## src/rtl/smbus_seq_pkg.sv

```systemverilog
package smbus_seq_pkg;

   // transaction types
   localparam logic [3:0] TX_QUICK = 4'd0;
   localparam logic [3:0] TX_SEND  = 4'd1;
   localparam logic [3:0] TX_RECV  = 4'd2;
   localparam logic [3:0] TX_WRB   = 4'd3;
   localparam logic [3:0] TX_RDB   = 4'd4;
   localparam logic [3:0] TX_WRW   = 4'd5;
   localparam logic [3:0] TX_RDW   = 4'd6;
   localparam logic [3:0] TX_PCALL = 4'd7;
   localparam logic [3:0] TX_BWR   = 4'd8;
   localparam logic [3:0] TX_BRD   = 4'd9;
   localparam logic [3:0] TX_BPC   = 4'd10;

   // bit-engine primitives
   localparam logic [2:0] OP_START  = 3'd0;
   localparam logic [2:0] OP_RSTART = 3'd1;
   localparam logic [2:0] OP_WRITE  = 3'd2;
   localparam logic [2:0] OP_READ   = 3'd3;
   localparam logic [2:0] OP_ACK    = 3'd4;
   localparam logic [2:0] OP_STOP   = 3'd5;

   // completion codes
   localparam logic [2:0] SC_OK      = 3'd0;
   localparam logic [2:0] SC_NK_ADR  = 3'd1;
   localparam logic [2:0] SC_NK_CMD  = 3'd2;
   localparam logic [2:0] SC_NK_CNT  = 3'd3;
   localparam logic [2:0] SC_NK_DAT  = 3'd4;
   localparam logic [2:0] SC_NK_ADR2 = 3'd5;
   localparam logic [2:0] SC_BAD_CNT = 3'd6;
   localparam logic [2:0] SC_BAD_REQ = 3'd7;

   typedef struct packed {
      logic quick;     // address only
      logic first_rd;  // first address already carries read
      logic has_cmd;   // command byte follows address
      logic has_wcnt;  // count byte precedes write data
      logic has_rd;    // read phase after repeated start
      logic rd_block;  // read phase begins with a count
   } frame_t;

   typedef enum logic [3:0] {
      S_IDLE, S_START, S_ADDR1, S_CMD, S_WCNT, S_WDATA, S_RSTART,
      S_ADDR2, S_RCNT, S_RCACK, S_RD, S_RDACK, S_STOP, S_DONE
   } seq_state_e;

endpackage

```

## src/rtl/smbus_seq_frame.sv

```systemverilog
module smbus_seq_frame
   import smbus_seq_pkg::*;
#(
   parameter int MAX_BLOCK = 32,
   parameter int CW        = $clog2(MAX_BLOCK + 1)
) (
   input  logic [3:0]    typ,
   input  logic [CW-1:0] blen,
   output frame_t        fr,
   output logic [CW-1:0] wlen,
   output logic [CW-1:0] rfix,
   output logic [CW-1:0] rmax,
   output logic          len_ok
);

   logic known;

   always_comb begin
      fr    = '0;
      wlen  = '0;
      rfix  = '0;
      known = 1'b1;
      case (typ)
         TX_QUICK: fr.quick = 1'b1;
         TX_SEND:  wlen = CW'(1);
         TX_RECV: begin
            fr.first_rd = 1'b1;
            rfix        = CW'(1);
         end
         TX_WRB: begin
            fr.has_cmd = 1'b1;
            wlen       = CW'(1);
         end
         TX_RDB: begin
            fr.has_cmd = 1'b1;
            fr.has_rd  = 1'b1;
            rfix       = CW'(1);
         end
         TX_WRW: begin
            fr.has_cmd = 1'b1;
            wlen       = CW'(2);
         end
         TX_RDW: begin
            fr.has_cmd = 1'b1;
            fr.has_rd  = 1'b1;
            rfix       = CW'(2);
         end
         TX_PCALL: begin
            fr.has_cmd = 1'b1;
            fr.has_rd  = 1'b1;
            wlen       = CW'(2);
            rfix       = CW'(2);
         end
         TX_BWR: begin
            fr.has_cmd  = 1'b1;
            fr.has_wcnt = 1'b1;
            wlen        = blen;
         end
         TX_BRD: begin
            fr.has_cmd  = 1'b1;
            fr.has_rd   = 1'b1;
            fr.rd_block = 1'b1;
         end
         TX_BPC: begin
            fr.has_cmd  = 1'b1;
            fr.has_wcnt = 1'b1;
            fr.has_rd   = 1'b1;
            fr.rd_block = 1'b1;
            wlen        = blen;
         end
         default: known = 1'b0;
      endcase
   end

   assign rmax   = (typ == TX_BPC) ? CW'(MAX_BLOCK - 1) : CW'(MAX_BLOCK);
   assign len_ok = known && (!fr.has_wcnt || (blen != '0 && blen <= rmax));

endmodule

```

## src/rtl/smbus_seq_wbuf.sv

```systemverilog
module smbus_seq_wbuf #(
   parameter int N  = 32,
   parameter int IW = $clog2(N + 1)
) (
   input  logic           clk,
   input  logic           rst_n,
   input  logic           load,
   input  logic [N*8-1:0] load_vec,
   input  logic [IW-1:0]  rd_idx,
   output logic [7:0]     rd_byte
);

   logic [N*8-1:0] vec_q;

   for (genvar g = 0; g < N; g++) begin : g_byte
      always_ff @(posedge clk or negedge rst_n) begin
         if (!rst_n)    vec_q[g*8 +: 8] <= '0;
         else if (load) vec_q[g*8 +: 8] <= load_vec[g*8 +: 8];
      end
   end

   always_comb begin
      rd_byte = '0;
      for (int i = 0; i < N; i++)
         if (rd_idx == IW'(i)) rd_byte = vec_q[i*8 +: 8];
   end

endmodule

```

## src/rtl/smbus_seq_rbuf.sv

```systemverilog
module smbus_seq_rbuf #(
   parameter int N  = 32,
   parameter int IW = $clog2(N + 1)
) (
   input  logic           clk,
   input  logic           rst_n,
   input  logic           clear,
   input  logic           wr_en,
   input  logic [IW-1:0]  wr_idx,
   input  logic [7:0]     wr_byte,
   output logic [N*8-1:0] vec
);

   for (genvar g = 0; g < N; g++) begin : g_byte
      always_ff @(posedge clk or negedge rst_n) begin
         if (!rst_n)                           vec[g*8 +: 8] <= '0;
         else if (clear)                       vec[g*8 +: 8] <= '0;
         else if (wr_en && wr_idx == IW'(g))   vec[g*8 +: 8] <= wr_byte;
      end
   end

endmodule

```

## src/rtl/smbus_seq_top.sv

```systemverilog
module smbus_seq_top
   import smbus_seq_pkg::*;
#(
   parameter  int MAX_BLOCK = 32,
   localparam int CW        = $clog2(MAX_BLOCK + 1)
) (
   input  logic                   clk,
   input  logic                   rst_n,
   input  logic                   req_valid,
   output logic                   req_ready,
   input  logic [3:0]             req_type,
   input  logic [6:0]             req_addr,
   input  logic [7:0]             req_cmd,
   input  logic [CW-1:0]          req_len,
   input  logic [MAX_BLOCK*8-1:0] req_wdata,
   output logic                   op_valid,
   output logic [2:0]             op_code,
   output logic [7:0]             op_byte,
   output logic                   op_nack,
   input  logic                   op_done,
   input  logic                   op_ack,
   input  logic [7:0]             op_rbyte,
   output logic                   done,
   output logic [2:0]             status,
   output logic [CW-1:0]          err_idx,
   output logic [CW-1:0]          rsp_len,
   output logic [MAX_BLOCK*8-1:0] rsp_data
);

   if (MAX_BLOCK < 2 || MAX_BLOCK > 255) begin : g_bad_param
      $error("smbus_seq_top: MAX_BLOCK must lie in 2..255");
   end

   seq_state_e    st;
   frame_t        fr_d, fr_q;
   logic [CW-1:0] wlen_d, rfix_d, rmax_d;
   logic          len_ok_d;
   logic [CW-1:0] wlen_q, rlen_q, rmax_q, idx_q, eidx_q, rcnt_q;
   logic [6:0]    addr_q;
   logic [7:0]    cmd_q;
   logic [2:0]    stat_q;
   logic          nack_q, bad_q;
   logic          accept;
   logic [7:0]    wbyte;
   logic          wr_ok;

   assign accept = req_valid && (st == S_IDLE);

   smbus_seq_frame #(.MAX_BLOCK(MAX_BLOCK), .CW(CW)) u_frame (
      .typ    (req_type),
      .blen   (req_len),
      .fr     (fr_d),
      .wlen   (wlen_d),
      .rfix   (rfix_d),
      .rmax   (rmax_d),
      .len_ok (len_ok_d)
   );

   smbus_seq_wbuf #(.N(MAX_BLOCK), .IW(CW)) u_wbuf (
      .clk      (clk),
      .rst_n    (rst_n),
      .load     (accept),
      .load_vec (req_wdata),
      .rd_idx   (idx_q),
      .rd_byte  (wbyte)
   );

   smbus_seq_rbuf #(.N(MAX_BLOCK), .IW(CW)) u_rbuf (
      .clk     (clk),
      .rst_n   (rst_n),
      .clear   (accept),
      .wr_en   (st == S_RD && op_done),
      .wr_idx  (idx_q),
      .wr_byte (op_rbyte),
      .vec     (rsp_data)
   );

   assign wr_ok = op_done && op_ack;

   always_ff @(posedge clk or negedge rst_n) begin
      if (!rst_n) begin
         st     <= S_IDLE;
         fr_q   <= '0;
         wlen_q <= '0;
         rlen_q <= '0;
         rmax_q <= '0;
         idx_q  <= '0;
         eidx_q <= '0;
         rcnt_q <= '0;
         addr_q <= '0;
         cmd_q  <= '0;
         stat_q <= SC_OK;
         nack_q <= 1'b0;
         bad_q  <= 1'b0;
      end else begin
         case (st)
            S_IDLE: if (req_valid) begin
               fr_q   <= fr_d;
               wlen_q <= wlen_d;
               rlen_q <= rfix_d;
               rmax_q <= rmax_d;
               addr_q <= req_addr;
               cmd_q  <= req_cmd;
               idx_q  <= '0;
               eidx_q <= '0;
               rcnt_q <= '0;
               nack_q <= 1'b0;
               bad_q  <= 1'b0;
               if (len_ok_d) begin
                  stat_q <= SC_OK;
                  st     <= S_START;
               end else begin
                  stat_q <= SC_BAD_REQ;
                  st     <= S_DONE;
               end
            end
            S_START: if (op_done) st <= S_ADDR1;
            S_ADDR1: if (op_done) begin
               if (!op_ack) begin
                  stat_q <= SC_NK_ADR;
                  st     <= S_STOP;
               end
               else if (fr_q.quick)    st <= S_STOP;
               else if (fr_q.first_rd) st <= S_RD;
               else if (fr_q.has_cmd)  st <= S_CMD;
               else                    st <= S_WDATA;
            end
            S_CMD: if (op_done) begin
               if (!op_ack) begin
                  stat_q <= SC_NK_CMD;
                  st     <= S_STOP;
               end
               else if (fr_q.has_wcnt) st <= S_WCNT;
               else if (wlen_q != '0)  st <= S_WDATA;
               else if (fr_q.has_rd)   st <= S_RSTART;
               else                    st <= S_STOP;
            end
            S_WCNT: if (op_done) begin
               if (!op_ack) begin
                  stat_q <= SC_NK_CNT;
                  st     <= S_STOP;
               end
               else st <= S_WDATA;
            end
            S_WDATA: if (op_done) begin
               if (!op_ack) begin
                  stat_q <= SC_NK_DAT;
                  eidx_q <= idx_q;
                  st     <= S_STOP;
               end else if (idx_q == wlen_q - CW'(1)) begin
                  idx_q <= '0;
                  st    <= fr_q.has_rd ? S_RSTART : S_STOP;
               end else begin
                  idx_q <= idx_q + CW'(1);
               end
            end
            S_RSTART: if (op_done) st <= S_ADDR2;
            S_ADDR2: if (op_done) begin
               idx_q <= '0;
               if (!op_ack) begin
                  stat_q <= SC_NK_ADR2;
                  st     <= S_STOP;
               end
               else st <= fr_q.rd_block ? S_RCNT : S_RD;
            end
            S_RCNT: if (op_done) begin
               if (op_rbyte == 8'd0 || op_rbyte > 8'(rmax_q)) begin
                  bad_q  <= 1'b1;
                  nack_q <= 1'b1;
               end else begin
                  rlen_q <= op_rbyte[CW-1:0];
                  nack_q <= 1'b0;
               end
               st <= S_RCACK;
            end
            S_RCACK: if (op_done) begin
               if (bad_q) begin
                  stat_q <= SC_BAD_CNT;
                  st     <= S_STOP;
               end
               else st <= S_RD;
            end
            S_RD: if (op_done) begin
               rcnt_q <= rcnt_q + CW'(1);
               nack_q <= (idx_q == rlen_q - CW'(1));
               st     <= S_RDACK;
            end
            S_RDACK: if (op_done) begin
               if (nack_q) st <= S_STOP;
               else begin
                  idx_q <= idx_q + CW'(1);
                  st    <= S_RD;
               end
            end
            S_STOP:  if (op_done) st <= S_DONE;
            S_DONE:  st <= S_IDLE;
            default: st <= S_IDLE;
         endcase
      end
   end

   always_comb begin
      op_valid = 1'b1;
      op_code  = OP_STOP;
      op_byte  = 8'h00;
      op_nack  = 1'b0;
      case (st)
         S_START:  op_code = OP_START;
         S_ADDR1: begin
            op_code = OP_WRITE;
            op_byte = {addr_q, fr_q.first_rd | (fr_q.quick & cmd_q[0])};
         end
         S_CMD: begin
            op_code = OP_WRITE;
            op_byte = cmd_q;
         end
         S_WCNT: begin
            op_code = OP_WRITE;
            op_byte = 8'(wlen_q);
         end
         S_WDATA: begin
            op_code = OP_WRITE;
            op_byte = wbyte;
         end
         S_RSTART: op_code = OP_RSTART;
         S_ADDR2: begin
            op_code = OP_WRITE;
            op_byte = {addr_q, 1'b1};
         end
         S_RCNT, S_RD: op_code = OP_READ;
         S_RCACK, S_RDACK: begin
            op_code = OP_ACK;
            op_nack = nack_q;
         end
         S_STOP: op_code = OP_STOP;
         default: op_valid = 1'b0;
      endcase
   end

   assign req_ready = (st == S_IDLE);
   assign done      = (st == S_DONE);
   assign status    = stat_q;
   assign err_idx   = eidx_q;
   assign rsp_len   = rcnt_q;

   // a taken request makes the block busy
   a_r1_busy_after_take: assert property (@(posedge clk) disable iff (!rst_n)
      (req_valid && req_ready) |=> !req_ready);

   // completion pulse lasts one cycle and returns to ready
   a_r1_done_pulse: assert property (@(posedge clk) disable iff (!rst_n)
      done |=> (!done && req_ready));

   // a pending primitive does not change before the engine closes it
   a_r2_op_hold: assert property (@(posedge clk) disable iff (!rst_n)
      (op_valid && !op_done) |=> (op_valid && $stable(op_code) &&
                                  $stable(op_byte) && $stable(op_nack)));

   // never more read bytes than the buffer holds
   a_r9_len_bound: assert property (@(posedge clk) disable iff (!rst_n)
      rsp_len <= CW'(MAX_BLOCK));

   // a refused write byte is followed by stop
   a_r11_nack_stops: assert property (@(posedge clk) disable iff (!rst_n)
      (op_valid && op_code == OP_WRITE && op_done && !op_ack)
      |=> (op_valid && op_code == OP_STOP));

   // a NACK sent by the host is followed by stop
   a_r12_host_nack_stops: assert property (@(posedge clk) disable iff (!rst_n)
      (op_valid && op_code == OP_ACK && op_nack && op_done)
      |=> (op_valid && op_code == OP_STOP));

endmodule

```

## config.mk

```make
export PLATFORM = sky130hd
export DESIGN_NAME = smbus_seq_top
export DESIGN_NICKNAME = d
export VERILOG_FILES = /design/src/rtl/smbus_seq_pkg.sv /design/src/rtl/smbus_seq_frame.sv /design/src/rtl/smbus_seq_wbuf.sv /design/src/rtl/smbus_seq_rbuf.sv /design/src/rtl/smbus_seq_top.sv
export SDC_FILE = /design/constraint.sdc
export NUM_CORES = 1
export LEC_CHECK = 0
export BUFFER_PORTS_ARGS = -buffer_cell sky130_fd_sc_hd__buf_4
export CAP_MARGIN = 0
export CORE_ASPECT_RATIO = 1.1
export CORE_UTILIZATION = 35
export CTS_BUF_LIST = sky130_fd_sc_hd__clkbuf_8
export CTS_CLUSTER_DIAMETER = 60
export CTS_CLUSTER_SIZE = 25
export DETAILED_ROUTE_END_ITERATION = 8
export MAX_ROUTING_LAYER = met4
export SLEW_MARGIN = 20
export SYNTH_ARGS = -nofsm -noshare
export SYNTH_HDL_FRONTEND = slang
export SYNTH_SLANG_ARGS = --single-unit
```

## constraint.sdc

```tcl
create_clock -name clk -period 4.6 [get_ports clk]
set_input_delay 0.69 -clock clk [delete_from_list [all_inputs] [get_ports clk]]
set_output_delay 0.69 -clock clk [all_outputs]
set_load 0.005 [all_outputs]
```

# --- Yosys cells after proc, flatten, opt, wreduce, memory -nomap -nowiden ---
# Index checks and enable logic that the tools add are counted.
totals:
  ff_bits: 578
  wordCells: 455
  output_inout_bits: 286
op_classes:
  addsub: 4
  bitwise: 2
  n_lt_le_gt_ge: 2
  reduce_logical: 105
  eq_ne: 80
  mux: 180
op_table:
  columns: ["cell", "count"]
  rows:
  - ["8-bit two-way mux", 96]
  - ["6-bit by 5-bit == test with 1-bit output, second input constant", 16]
  - ["4-bit two-way mux", 24]
  - ["6-bit two-way mux", 14]
  - ["2-bit nonzero test", 35]
  - ["3-bit two-way mux", 18]
  - ["4-bit case mux with 13 select lines", 1]
  - ["6-bit by 4-bit == test with 1-bit output, second input constant", 8]
  - ["2-bit inequality test, second input constant", 23]
  - ["8-bit case mux with 5 select lines", 1]
  - ["4-bit == test, second input constant", 9]
  - ["1-bit logical AND", 36]
  - ["6-bit case mux with 2 select lines", 3]
  - ["4-bit by 3-bit == test with 1-bit output, second input constant", 8]
  - ["14-bit AND reduction", 2]
  - ["6-bit by 3-bit == test with 1-bit output, second input constant", 4]
  - ["6-bit case mux with 4 select lines", 1]
  - ["3-bit case mux with 7 select lines", 1]
  - ["6-bit case mux with 3 select lines", 1]
  - ["4-bit by 2-bit == test with 1-bit output, second input constant", 4]
  - ["4-bit AND reduction", 4]
  - ["2-bit OR reduction", 8]
  - ["1-bit two-way mux", 15]
  - ["3-bit case mux with 5 select lines", 1]
  - ["other kinds (31)", 40]

# --- Logic depth before layout (Yosys ltp) ---
logic_depth:
  ltp_word: 34
  depth_mapped: 13
  mapped_depth_nobuf: 12

# --- Cells and area by module ---
# A second synthesis with hierarchy kept.
hier_totals:
  hier_cells: 2457
  hier_area_um2: 28508.6
modules_own_cells:
  columns: ["mod", "area_each_um2", "instances", "cells_each"]
  rows:
  - ["smbus_seq_wbuf", 12583.3, 1, 1021]
  - ["smbus_seq_rbuf", 11405.9, 1, 893]
  - ["smbus_seq_top", 4085.2, 1, 486]
  - ["smbus_seq_frame", 434.2, 1, 57]

# --- Least setup slack after synthesis ---
# OpenSTA, ideal clock, no wires.
synth_timing:
  kind: "input -> register"
  from: "in req_type[3]"
  to: "reg stat_q[0] (netlist: status[0])"
  n_path_buf: 1
  setup_time_ps: 66
  arrival_ps: 3006
  setup_slack_ps: 1528
  stages: 12
  path_cell_list: "clkbuf_1 > nand2b_1 > nor2_1 > nand2_1 > ha_1 > o21ai_0 > a21oi_1 > nor4_1 > o31ai_1 > o21ba_1 > nor4_1 > mux2_1"
synth_via:
  elab_chain_cells: 9
synth_rtl:
  columns: ["item", "line_no", "text"]
  rows:
  - ["start: declaration", "smbus_seq_top.sv:11", "input logic [3:0] req_type,"]
  - ["4-bit == test", "smbus_seq_frame.sv:75", "assign rmax = (typ == TX_BPC) ? CW'(MAX_BLOCK - 1) : CW'(MAX_BLOCK);"]
  - ["6-bit two-way mux", "smbus_seq_frame.sv:75", null]
  - ["net rmax_d[5]", "smbus_seq_top.sv:36", "logic [CW-1:0] wlen_d, rfix_d, rmax_d;"]
  - ["6-bit less-or-equal comparator", "smbus_seq_frame.sv:76", "assign len_ok = known && (!fr.has_wcnt || (blen != '0 && blen <= rmax));"]
  - ["1-bit logical AND", "smbus_seq_frame.sv:76", null]
  - ["1-bit logical OR", "smbus_seq_frame.sv:76", null]
  - ["1-bit logical AND", "smbus_seq_frame.sv:76", null]
  - ["3-bit two-way mux", "smbus_seq_top.sv:109", "if (len_ok_d) begin"]
  - ["3-bit two-way mux", "smbus_seq_top.sv:97", "S_IDLE: if (req_valid) begin"]
  - ["3-bit case mux with 7 select lines", "smbus_seq_top.sv:96", "case (st)"]
  - ["end signal: assignment", "smbus_seq_top.sv:110", "stat_q <= SC_OK;"]
  - ["end signal: assignment", "smbus_seq_top.sv:113", "stat_q <= SC_BAD_REQ;"]
  - ["end signal: assignment", "smbus_seq_top.sv:120", "stat_q <= SC_NK_ADR;"]
  - ["end: declaration", "smbus_seq_top.sv:41", "logic [2:0] stat_q;"]
# The timed path passes the listed nets, and every way through them passes these cells. The select of a mux whose other input is x is not followed.
# A chain may end at the register's enable or synchronous reset.

# --- Worst setup path after layout ---
layout_timing:
  from: "reg idx_q[5]"
  to: "out op_byte[0]"
layout_via:
  elab_chain_cells: 34
layout_rtl:
  columns: ["item", "line_no", "text"]
  rows:
  - ["start: declaration", "smbus_seq_top.sv:38", "logic [CW-1:0] wlen_q, rlen_q, rmax_q, idx_q, eidx_q, rcnt_q;"]
  - ["start signal: assignment", "smbus_seq_top.sv:154", "idx_q <= idx_q + CW'(1);"]
  - ["start signal: assignment", "smbus_seq_top.sv:191", "idx_q <= idx_q + CW'(1);"]
  - ["6-bit logical NOT", "smbus_seq_wbuf.sv:25", "if (rd_idx == IW'(i)) rd_byte = vec_q[i*8 +: 8];"]
  - ["8-bit two-way mux (31 in a row)", "smbus_seq_wbuf.sv:25", null]
  - ["8-bit two-way mux (*)", "smbus_seq_wbuf.sv:25", null]
  - ["8-bit case mux with 5 select lines (*)", "smbus_seq_top.sv:207", "case (st)"]
  - ["end: declaration", "smbus_seq_top.sv:18", "output logic [7:0] op_byte,"]
# Every way passes the cells marked *; elsewhere a longest branch is shown, timed or not.

==> metrics.csv <==
stage;metric;value;unit
outcome;run status;finished, final reports clean;
synth;Yosys cell types;90;
timing;post-route setup slack;0.140;ns
route;First-pass DRT Iterations;6;
power_and_ir_drop;maximum vdd drop;216;uV
synth;synthesized area;0.0267;sq mm
global_routing;global-route wire length before repair;164000;um
placement;gpl congestion;0.974;
route;Vias/cell;5.28;
global_routing;global route overflow;0;
synth;post-synthesis average cell area;8.42;sq um
layout;fin nets;3996;
synth;post-synth top area cell;dfrtp_1;
setup_path;crit path cell chain;buf_4 > or3_4 > nor2_1 > a32oi_1 > a21oi_1 > o221a_2 > o2111ai_2 > a31oi_1 > buf_4;
synth;Adder-Cell Fraction of Synth Area;0.891;%
timing;Slew Viols, Final;0;
global_routing;M3 GR Usage;4.00;%
synth;main combinational cell family by area after synthesis;simple AND/OR/NAND/NOR gates;
setup_path;Max stage delay cell, worst path;dfrtp_1;
global_routing;met1 Resource Use GR;38.6;%
synth;synthesized instance count;3166;
setup_path;cell mode on critical path;buf_4;
route;WL per Instance;23.6;um
setup_path;crit path capture type;output port;
synth;FF+latch count, synth;574;
route;drt initial violations;2346;
route;final antenna-violating net count;0;
cts;total CTS buffers;45;
power_and_ir_drop;PD cells;455;mW/mm^2
floorplanning;chip width;265;um
route;# DRC;0;
synth;Commonest cells post-synth;nand2_1 (1410), dfrtp_1 (574), a21oi_1 (299);
placement;Placement Setup Slack;0.623;ns
setup_path;critical-path maximum fanout;15;
cts;clock slew at reported path FFs;0.14;ns
timing;post-route clock period utilization;97.0;%
timing;Slew HR;29.0;%
cts;CTS tree;done;
layout;non-filler cells, final;4747;
placement;post-DP HPWL;83400;um
synth;Synth Area in Compound Gates;12.8;%
floorplanning;CORE AREA;0.0750;sq mm
timing;Final TNS setup;0;ns
timing;FMAX;224;MHz
setup_path;Worst path max stage delay;0.58;ns
global_routing;GRT met2 Usage;46.3;%
power_and_ir_drop;overall power;15.2;mW
synth;Syn. warnings;0;
setup_path;Crit path arrival time;3.77;ns
layout;Final Util;44.7;%
synth;Post-synth EDFFs;0;
power_and_ir_drop;Pleak;16.7;nW
flow_run;Max Cap Violations;0;
timing;final worst path period need;4.46;ns
cts;H-tree depth;2;
floorplanning;Rows;105;
global_routing;initial antenna violation count;11;
layout;layout cells sized above 1;21.9;%
placement;Placed Area;0.0321;sq mm
synth;synth top area cells;dfrtp_1 (54%), nand2_1 (20%), a21oi_1 (5.6%);
hold_path;Hold/Removal Path Class;in2async;
synth;asr flop ratio synth;100;%
route;DRT Wirelength;112000;um
timing;final setup vio count;0;
global_routing;largest net degree at the start of global routing;107;
cts;clk sink count;574;
synth;Post-Synth XOR/XNOR Area;0.690;%
setup_path;CP Launch Type;flop;
layout;Area Growth Syn to Fin;25.6;%
setup_path;Worst Path Required;3.91;ns
global_routing;vias in the first global route;24200;
synth;Yosys top cell area share;53.9;%
floorplanning;die height;292;um
floorplanning;initial core utilization;35.6;%
timing;RSZ-0062 raised after global routing;no;
global_routing;busiest grt layer;met2;
global_routing;gr usage total;29.2;%
cts;Hold-fix buffers, CTS;0;
timing;worst hold margin;0.0536;ns
floorplanning;die area;0.0773;sq mm
layout;Fillers;7523;
layout;final instance area;0.0335;sq mm
route;vias;25100;
placement;placed instance count;4649;
synth;most common cell in the netlist;nand2_1;
synth;multiplexer area fraction after synthesis;1.22;%
timing;worst-margin pin slew;1.06;ns
synth;synthesized netlist net count;3479;
synth;register area share after synthesis;53.9;%
synth;top_reg_cell synth;dfrtp_1;
cts;clk_lat worst skew;0.74;ns
cts;Max clock buf depth;3;
placement;port bufs;579;
timing;Clock Skews;0.0760;ns
cts;Clock Tree Root;clkbuf_8;
timing;Final Hold Viols;0;
floorplanning;total I/O pin count;580;
synth;Post-Synth Simple-Gate Area;26.8;%
setup_path;crit path kind;reg2out;
-- layer usage --
| layer | up-vias | part of all wire (%) |
|---|---|---|
| li1 | 11500 | - |
| met1 | 12300 | 43 |
| met2 | 989 | 47 |
| met3 | 192 | 6.0 |
| met4 | 0 | 3.4 |
| met5 | - | 0 |
-- sequential cells by signal, summed over array words and instances (netlist names) --
name          flops
rlen_q            6
err_idx           6
rsp_len           6
wlen_q            6
cmd_q             8
nack_q            1
u_wbuf.vec_q    256
addr_q            7
idx_q             6
st                4
u_rbuf.vec      256
rmax_q            2
fr_q              6
status            3
bad_q             1
-- power breakdown --
group          leakage, nW  switching, mW  internal, mW  total, mW
combinational         8.46           2.60          1.62       4.21
sequential            7.63           1.25          6.24       7.49
clock                0.582           2.21          1.31       3.52
total                 16.7           6.06          9.17       15.2
-- final cells by class --
cell class	count	area (sq um)	area share, %
well taps	1016	1270	3.79
repair buffers	662	5100	15.2
flip-flops and latches	574	14400	42.9
clock buffers	46	633	1.89
inverters	27	101	0.302
multi-input cells	2373	11400	34.2
clock inverters	37	551	1.64
diodes	12	30.0	0.0896
-- logic make-up (layout without fill, tap and decap cells) --
family,count (synthesis),count (layout)
mux,32,32
flops,574,574
xor+xnor,21,21
buf+inv,219,772
simple gates,1742,1742
fa+ha+maj,19,19
compound gates,559,559
other cells,0,12
-- worst max-delay path: cells and delay by family (launching register included) --
family	cells	cell delay, ns
AOI/OAI and AO/OA	5	1.16
and+or+nand+nor	2	0.85
DFF	1	0.58
buffers and inverters	2	0.50
-- timing repair --
item	in CTS	in global routing
pin swaps	0	1
buffers inserted	0	3
endpoints found under the setup margin	6	7
gates resized for setup	8	20
-- placed cells by master, fill, tap and decap left out, types with 7 or more instances in the layout --
cell,synthesis,routed
inv_6,0,8
o221ai_1,16,16
clkbuf_8,0,46
o32ai_1,7,7
ha_1,19,18
a221o_1,7,7
nand3_1,45,44
inv_1,24,24
nand4_1,14,14
o22ai_1,24,24
xor2_1,12,12
a22oi_1,9,9
nand2b_1,18,17
dfrtp_1,574,573
o21ai_1,9,11
mux2i_1,29,29
xnor2_1,9,9
nor4_1,11,9
or3_1,9,9
nand3b_1,9,9
o21ai_0,57,55
o211ai_1,8,8
nand2_1,1410,1408
and3_1,9,7
buf_12,0,10
diode_2,0,12
a31oi_1,10,10
nor3_2,9,9
a21oi_1,299,298
o31ai_1,9,8
buf_4,8,651
a221oi_1,26,25
nor3_1,30,28
nor2_1,128,127
-- worst paths after layout --
kind	startpoint	end	slack, ns	cells after the start
worst max register to register	st[1]$_DFFE_PN0P_	u_rbuf.vec[91]$_DFFE_PN0P_	1.01	7
worst max-delay path	idx_q[5]$_DFFE_PN0P_	op_byte[0]	0.14	9
worst min register to register	u_wbuf.vec_q[188]$_DFFE_PN0P_	u_wbuf.vec_q[188]$_DFFE_PN0P_	0.50	2
max in group asynchronous	rst_n	u_wbuf.vec_q[16]$_DFFE_PN0P_	3.37	2
min in group clk	req_wdata[74]	u_wbuf.vec_q[74]$_DFFE_PN0P_	0.12	3
worst min-delay path	rst_n	u_rbuf.vec[143]$_DFFE_PN0P_	0.05	1
No activity file was read; power rests on OpenSTA's default activity.
